<file path="src/rtl/evc_pkg.sv">
package evc_pkg;

    // Register kinds, selected by the upper two bits of the word index
    typedef enum logic [1:0] {
        REG_FLAG  = 2'd0,
        REG_EMASK = 2'd1,
        REG_XMASK = 2'd2,
        REG_STAT  = 2'd3
    } reg_kind_e;

    localparam int unsigned KIND_BITS = 2;

endpackage

</file>
<file path="src/rtl/evc_flag_group.sv">
module evc_flag_group #(
    parameter int unsigned GW   = 32,
    parameter int unsigned RSVD = 0
) (
    input  logic          clk,
    input  logic          rst_n,
    input  logic [GW-1:0] evt_i,
    input  logic [GW-1:0] flag_clr_i,
    input  logic          emask_we_i,
    input  logic          xmask_we_i,
    input  logic [GW-1:0] wdata_i,
    output logic [GW-1:0] flag_o,
    output logic [GW-1:0] emask_o,
    output logic [GW-1:0] xmask_o
);

    localparam logic [GW-1:0] KEEP = {GW{1'b1}} << RSVD;

    typedef struct packed {
        logic [GW-1:0] evt_prev;
        logic [GW-1:0] flag;
        logic [GW-1:0] emask;
        logic [GW-1:0] xmask;
    } grp_state_t;

    grp_state_t st_d, st_q;
    logic [GW-1:0] rise;

    always_comb begin
        st_d          = st_q;
        rise          = evt_i & ~st_q.evt_prev;
        st_d.evt_prev = evt_i;
        // a new edge wins over a clear in the same cycle
        st_d.flag     = ((st_q.flag & ~flag_clr_i) | rise) & KEEP;
        if (emask_we_i) begin
            st_d.emask = wdata_i;
        end
        if (xmask_we_i) begin
            st_d.xmask = wdata_i;
        end
    end

    always_ff @(posedge clk) begin
        if (!rst_n) begin
            st_q.evt_prev <= '0;
            st_q.flag     <= '0;
            st_q.emask    <= '1;
            st_q.xmask    <= '1;
        end else begin
            st_q <= st_d;
        end
    end

    assign flag_o  = st_q.flag;
    assign emask_o = st_q.emask;
    assign xmask_o = st_q.xmask;

endmodule

</file>
<file path="src/rtl/evc_combine.sv">
module evc_combine #(
    parameter int unsigned NG = 4,
    parameter int unsigned GW = 32
) (
    input  logic             clk,
    input  logic             rst_n,
    input  logic [NG*GW-1:0] flag_i,
    input  logic [NG*GW-1:0] emask_i,
    input  logic [NG*GW-1:0] xmask_i,
    output logic [NG-1:0]    evt_o,
    output logic             exc_o
);

    typedef struct packed {
        logic [NG-1:0] evt;
        logic          exc;
    } out_state_t;

    out_state_t out_d, out_q;

    always_comb begin
        out_d     = out_q;
        out_d.exc = |(flag_i & ~xmask_i);
        for (int g = 0; g < NG; g++) begin
            out_d.evt[g] = |(flag_i[g*GW +: GW] & ~emask_i[g*GW +: GW]);
        end
    end

    always_ff @(posedge clk) begin
        if (!rst_n) begin
            out_q <= '0;
        end else begin
            out_q <= out_d;
        end
    end

    assign evt_o = out_q.evt;
    assign exc_o = out_q.exc;

endmodule

</file>
<file path="src/rtl/evc_event_combiner.sv">
module evc_event_combiner #(
    parameter int unsigned NUM_GROUPS  = 4,
    parameter int unsigned GROUP_WIDTH = 32,
    parameter int unsigned RSVD_LOW    = 4,
    localparam int unsigned NEVT       = NUM_GROUPS * GROUP_WIDTH,
    localparam int unsigned GRP_BITS   = $clog2(NUM_GROUPS),
    localparam int unsigned AW         = evc_pkg::KIND_BITS + GRP_BITS
) (
    input  logic                   clk,
    input  logic                   rst_n,
    input  logic [NEVT-1:0]        evt_i,
    input  logic [AW-1:0]          reg_addr_i,
    input  logic                   reg_wen_i,
    input  logic [GROUP_WIDTH-1:0] reg_wdata_i,
    output logic [GROUP_WIDTH-1:0] reg_rdata_o,
    output logic [NUM_GROUPS-1:0]  comb_evt_o,
    output logic                   excep_o
);
    import evc_pkg::*;

    reg_kind_e            kind;
    logic [GRP_BITS-1:0]  grp;
    logic [NEVT-1:0]      flag_all;
    logic [NEVT-1:0]      emask_all;
    logic [NEVT-1:0]      xmask_all;

    assign kind = reg_kind_e'(reg_addr_i[AW-1 -: KIND_BITS]);
    assign grp  = reg_addr_i[GRP_BITS-1:0];

    for (genvar g = 0; g < NUM_GROUPS; g++) begin : g_grp
        logic                   sel;
        logic [GROUP_WIDTH-1:0] clr;

        assign sel = reg_wen_i && (grp == GRP_BITS'(g));
        assign clr = (sel && kind == REG_FLAG) ? reg_wdata_i : '0;

        evc_flag_group #(
            .GW   (GROUP_WIDTH),
            .RSVD ((g == 0) ? RSVD_LOW : 0)
        ) grp_i (
            .clk        (clk),
            .rst_n      (rst_n),
            .evt_i      (evt_i[g*GROUP_WIDTH +: GROUP_WIDTH]),
            .flag_clr_i (clr),
            .emask_we_i (sel && kind == REG_EMASK),
            .xmask_we_i (sel && kind == REG_XMASK),
            .wdata_i    (reg_wdata_i),
            .flag_o     (flag_all[g*GROUP_WIDTH +: GROUP_WIDTH]),
            .emask_o    (emask_all[g*GROUP_WIDTH +: GROUP_WIDTH]),
            .xmask_o    (xmask_all[g*GROUP_WIDTH +: GROUP_WIDTH])
        );
    end

    always_comb begin
        reg_rdata_o = '0;
        for (int g = 0; g < NUM_GROUPS; g++) begin
            if (grp == GRP_BITS'(g)) begin
                unique case (kind)
                    REG_FLAG:  reg_rdata_o = flag_all[g*GROUP_WIDTH +: GROUP_WIDTH];
                    REG_EMASK: reg_rdata_o = emask_all[g*GROUP_WIDTH +: GROUP_WIDTH];
                    REG_XMASK: reg_rdata_o = xmask_all[g*GROUP_WIDTH +: GROUP_WIDTH];
                    REG_STAT:  reg_rdata_o = flag_all[g*GROUP_WIDTH +: GROUP_WIDTH]
                                           & ~emask_all[g*GROUP_WIDTH +: GROUP_WIDTH];
                    default:   reg_rdata_o = '0;
                endcase
            end
        end
    end

    evc_combine #(
        .NG (NUM_GROUPS),
        .GW (GROUP_WIDTH)
    ) comb_i (
        .clk     (clk),
        .rst_n   (rst_n),
        .flag_i  (flag_all),
        .emask_i (emask_all),
        .xmask_i (xmask_all),
        .evt_o   (comb_evt_o),
        .exc_o   (excep_o)
    );

endmodule

</file>
<file path="config.mk">
export PLATFORM = sky130hd
export DESIGN_NAME = evc_event_combiner
export DESIGN_NICKNAME = d
export VERILOG_FILES = /design/src/rtl/evc_pkg.sv /design/src/rtl/evc_flag_group.sv /design/src/rtl/evc_combine.sv /design/src/rtl/evc_event_combiner.sv
export SDC_FILE = /design/constraint.sdc
export NUM_CORES = 1
export LEC_CHECK = 0
export BUFFER_PORTS_ARGS = -buffer_cell sky130_fd_sc_hd__buf_2
export CAP_MARGIN = 30
export CORE_AREA = 2 2 220 222
export DETAILED_ROUTE_END_ITERATION = 16
export DIE_AREA = 0 0 222 224
export HOLD_SLACK_MARGIN = 0.03
export PLACE_DENSITY = 0.86
export SYNTH_ARGS = -nofsm -noshare
export SYNTH_HDL_FRONTEND = slang
export SYNTH_HIERARCHICAL = 1
export SYNTH_SLANG_ARGS = --single-unit
</file>
<file path="constraint.sdc">
create_clock -name clk -period 2.1 [get_ports clk]
set_input_delay 0.21 -clock clk [delete_from_list [all_inputs] [get_ports clk]]
set_output_delay 0.21 -clock clk [all_outputs]
set_load 0.05 [all_outputs]
</file>
Yosys cells after proc, flatten, opt, wreduce, memory -nomap -nowiden

Cells that the tools add are included.

Bits in registers: 517
Input port bits: 167

Eq/ne operators: 6
Mux-type cells: 12
Bitwise logic cells: 30
Reduce and logical (&&, ||, !) cells: 23

Operators by type and width:

| kind                 | count |
|---|---|
| $pmux W32 S4         | 4 |
| $and A32 B32 Y32     | 12 |
| $not A32 Y32         | 12 |
| $mux W32             | 8 |
| $and A128 B128 Y128  | 1 |
| $not A128 Y128       | 1 |
| $or A32 B32 Y32      | 4 |
| $reduce_or A128 Y1   | 1 |
| $reduce_or A32 Y1    | 4 |
| $logic_and A1 B1 Y1  | 16 |
| $eq A2 B2 Y1 const B | 4 |
| $eq A2 B1 Y1 const B | 2 |
| $logic_not A2 Y1     | 2 |

Longest topological paths before layout

Depth after elaboration: 7
Depth in mapped cells: 10
Depth with buffers taken out: 5

Hierarchy

The synthesis kept the hierarchy.

Modules (own cells, without submodules):

| module                               | instances | cells each | area each (um^2) |
|---|---|---|---|
| evc_flag_group at g_grp[1].grp_i ... | 3         | 502        | 5207.5 |
| evc_event_combiner                   | 1         | 958        | 6557.5 |
| evc_flag_group at g_grp[0].grp_i     | 1         | 478        | 5026.1 |
| evc_combine                          | 1         | 341        | 1945.6 |

Least setup slack after synthesis

No wires, ideal clock.

Path kind: input-to-output
Start: input reg_addr_i[2]
End: output reg_rdata_o[10]
Arrival time: 1.650 ns
Data required time: 1.890 ns
Slack: 0.240 ns
Cell stages on the path: 7
Path buffers: 4
Path through: buf_6 -> buf_2 -> buf_2 -> clkbuf_1 -> nand3b_1 -> nand3_1 -> a311o_1

Cells in the longest elaborated chain, start to end: 6
Elaborated cells between the ends (all ways): 12
Classes of those cells: eq/ne: 3; mux: 8; reduce/logical: 1

Ends and longest elaborated chain:

| item                                 | RTL line                 | text |
|---|---|---|
| start, declared                      | evc_event_combiner.sv:12 | `input logic [AW-1:0] reg_addr_i,` |
| $eq A2 B2 Y1 (tied with other cells) | evc_event_combiner.sv:58 | `unique case (kind)` |
| $pmux W32 S4                         | evc_event_combiner.sv:58 |  |
| $mux W32 (3 in a row)                | evc_event_combiner.sv:57 | `if (grp == GRP_BITS'(g)) begin` |
| $mux W32 (*)                         | evc_event_combiner.sv:57 |  |
| end, declared                        | evc_event_combiner.sv:15 | `output logic [GROUP_WIDTH-1:0] reg_rdata_o,` |

Mark *: on every way between the ends. The rest lies on a longest branch, timed or not.

Final worst setup path

Start: register g_grp[1].grp_i.st_q (netlist bit g_grp[1].grp_i/flag_o[26])
End: output reg_rdata_o[26]

Cells in the longest elaborated chain, start to end: 5

Ends and longest elaborated chain:

| item                      | RTL line                 | text |
|---|---|---|
| start, declared           | evc_flag_group.sv:26     | `grp_state_t st_d, st_q;` |
| start signal, assigned    | evc_flag_group.sv:50     | `st_q <= st_d;` |
| $and A32 B32 Y32          | evc_event_combiner.sv:63 | `& ~emask_all[g*GROUP_WIDTH +: GROUP_WIDTH];` |
| $pmux W32 S4 (*)          | evc_event_combiner.sv:58 |  |
| $mux W32 (*) (3 in a row) | evc_event_combiner.sv:57 |  |

Marks and branches as above.

==> qor.yml <==
drtIter0Drc: 3978
crit_path_start_kind: "flip-flop"
routabilityCongestion: 1.03
whs_ps: 67.6
antenna_found_initial: 4
cts_made_buffers: 52
clkTransAtPathRegs_ps: 60
clkSinkCount: 509
drc: 0
grt_pass1_vias: 23400
clock.fmax_mhz: 427
cts_tree: "built"
ant_nets: 0
path_cells: "mux2_2 > o21ai_2 > o22ai_2 > a311o_1 > buf_6"
grt_max_degree: 84
hold_class: "primary input to flip-flop"
finalMaxSlewViolations: 0
hold_viol_final: 0
skew_ps: 13.2
n_fill_cell: 3330
cp-end-kind: "output port"
slew_headroom: 0.512
boundaryPins: 204
cpMaxStageDelayCell: "a311o_1"
die_x_um: 222
path_buf_inv: 1
period_needed_ps: 2340
track_usage: 0.385
cellPowerDensity_nw_per_um2: 729
cpPeakStageDelay_ps: 400
io_buffer_count: 199
via_count: 25000
crit_required_ps: 1890
synth.avg_cell_area_sq_um: 8.88
synthToLayoutAreaGrowth_pct: 13.5
post_drt_via_cell_ratio: 6.35
crit_type: "flip-flop to output port"
rsz0062_at_grt: "yes"
arrival_ps: 2130
synth_area_sq_um: 29100
violations: "negative setup slack"
coreArea_sq_um: 47300
drive_gt1_frac: 0.249
dr.pass1.iters: 10
grt-ovfl-total: 0
clock_path_buffers: 3
dpl.hpwl_mm: 65.5
h-tree-depth: 2
core.rowCount: 80
tns_ps: -5100
die_h_um: 224
avgRoutedWirePerCell_um: 25.7
start_util: 0.615
setup_viol: 32
fin_nets: 3449
dieArea_sq_um: 49700
routed_wl_mm: 101
cp_top_family: "compound AO/OA/AOI/OAI gates"
grt_pass1_wl_mm: 145
crit_path_max_fanout: 5
setup_slack_ps: -240
peakVddDrop_uv: 654
status: "finished, violations left"
yosysWarnings: 6
stdcell_area_sq_um: 33100
cts_root_buf: "clkbuf_16"
worst_pin_slew_ps: 732
fin_crit_sh: 1.11
synthCells: 3279
maxCapViolations: 0
p_leak_nw: 12.9
dpl_cell_area_sq_um: 28500
clk_latency_ps: 610
worst paths after layout:
kind,slack (ps),from,cells past startpoint,to
min reg2reg,470,g_grp[0].grp_i/st_q[109],2,g_grp[0].grp_i/flag_o[13]
max reg2reg,10,g_grp[3].grp_i/flag_o[16],6,comb_i/exc_o
min,70,reg_wdata_i[2],3,g_grp[3].grp_i/emask_o[2]
max,-240,g_grp[1].grp_i/flag_o[26],5,reg_rdata_o[26]
final cells by class:
class	instances	area, sq um	area share
diodes	1	2.50	0.0000757
clock buffers	73	1490	0.0451
clock inverters	19	249	0.00753
inverters	127	477	0.0144
multi-input cells	2071	15200	0.459
flip-flops and latches	509	10400	0.316
well taps	615	769	0.0233
repair buffers	521	4450	0.135
tightest hold or removal path, cell delays in order:
cell,delay [ps]
buf_2,200
mux2i_1,160
nand2_1,60
registers in the layout, indices dropped and copies added, names as in the netlist:
signal and cells:
g_grp.grp_i/xmask_o 128, comb_i/evt_o 4, comb_i/exc_o 1, g_grp.grp_i/st_q 124, g_grp.grp_i/emask_o 128, g_grp.grp_i/flag_o 124
where the power goes:
group          total, mW  leakage (nW)  switching [mW]  internal, mW
Sequential          10.4          4.20           0.391          10.1
Combinational       3.99          7.86            2.29          1.70
Clock               9.67         0.833            4.11          5.56
cells in the final DEF, fill, tap and decap left out, drive strengths merged, types with 36 or more instances in the layout:
| cell type | instances |
|---|---|
| nand3b | 130 |
| and3 | 64 |
| a21boi | 124 |
| mux2 | 64 |
| nand2 | 257 |
| clkbuf | 73 |
| and2 | 249 |
| o21ai | 64 |
| nand3 | 36 |
| buf | 396 |
| inv | 127 |
| dfxtp | 509 |
| nand2b | 437 |
| mux2i | 256 |
| o22ai | 109 |
| nor2b | 68 |
| dlygate4sd3 | 125 |
metrics by stage:
stage	setup slack (ps)	std cells	util	power (mW)
finish	-240	3936	0.698	24.1
global route	-243	3935	0.698	24.6
CTS	-270	3933	0.686	23.7
detailed placement	-107	3695	0.603	13.8
global placement	-71.7	3695	0.603	13.7
floorplan	240	3282	-	12.7
per-layer routing:
layer / track usage / up-vias / share of wire
li1: - / 10700 / -
met5: 0 / - / 0.00027
met4: 0.264 / 4 / 0.084
met2: 0.589 / 1955 / 0.43
met3: 0.0898 / 553 / 0.13
met1: 0.484 / 11800 / 0.36
repair_timing:
action,4_1_cts,5_1_grt
pin swaps,86,80
endpoints found under the setup margin,32,35
hold buffers,125,0
buffers inserted,42,13
hold endpoints to repair,285,0
gates resized for setup,310,152
Note: power is estimated with default switching activity, not from simulation.
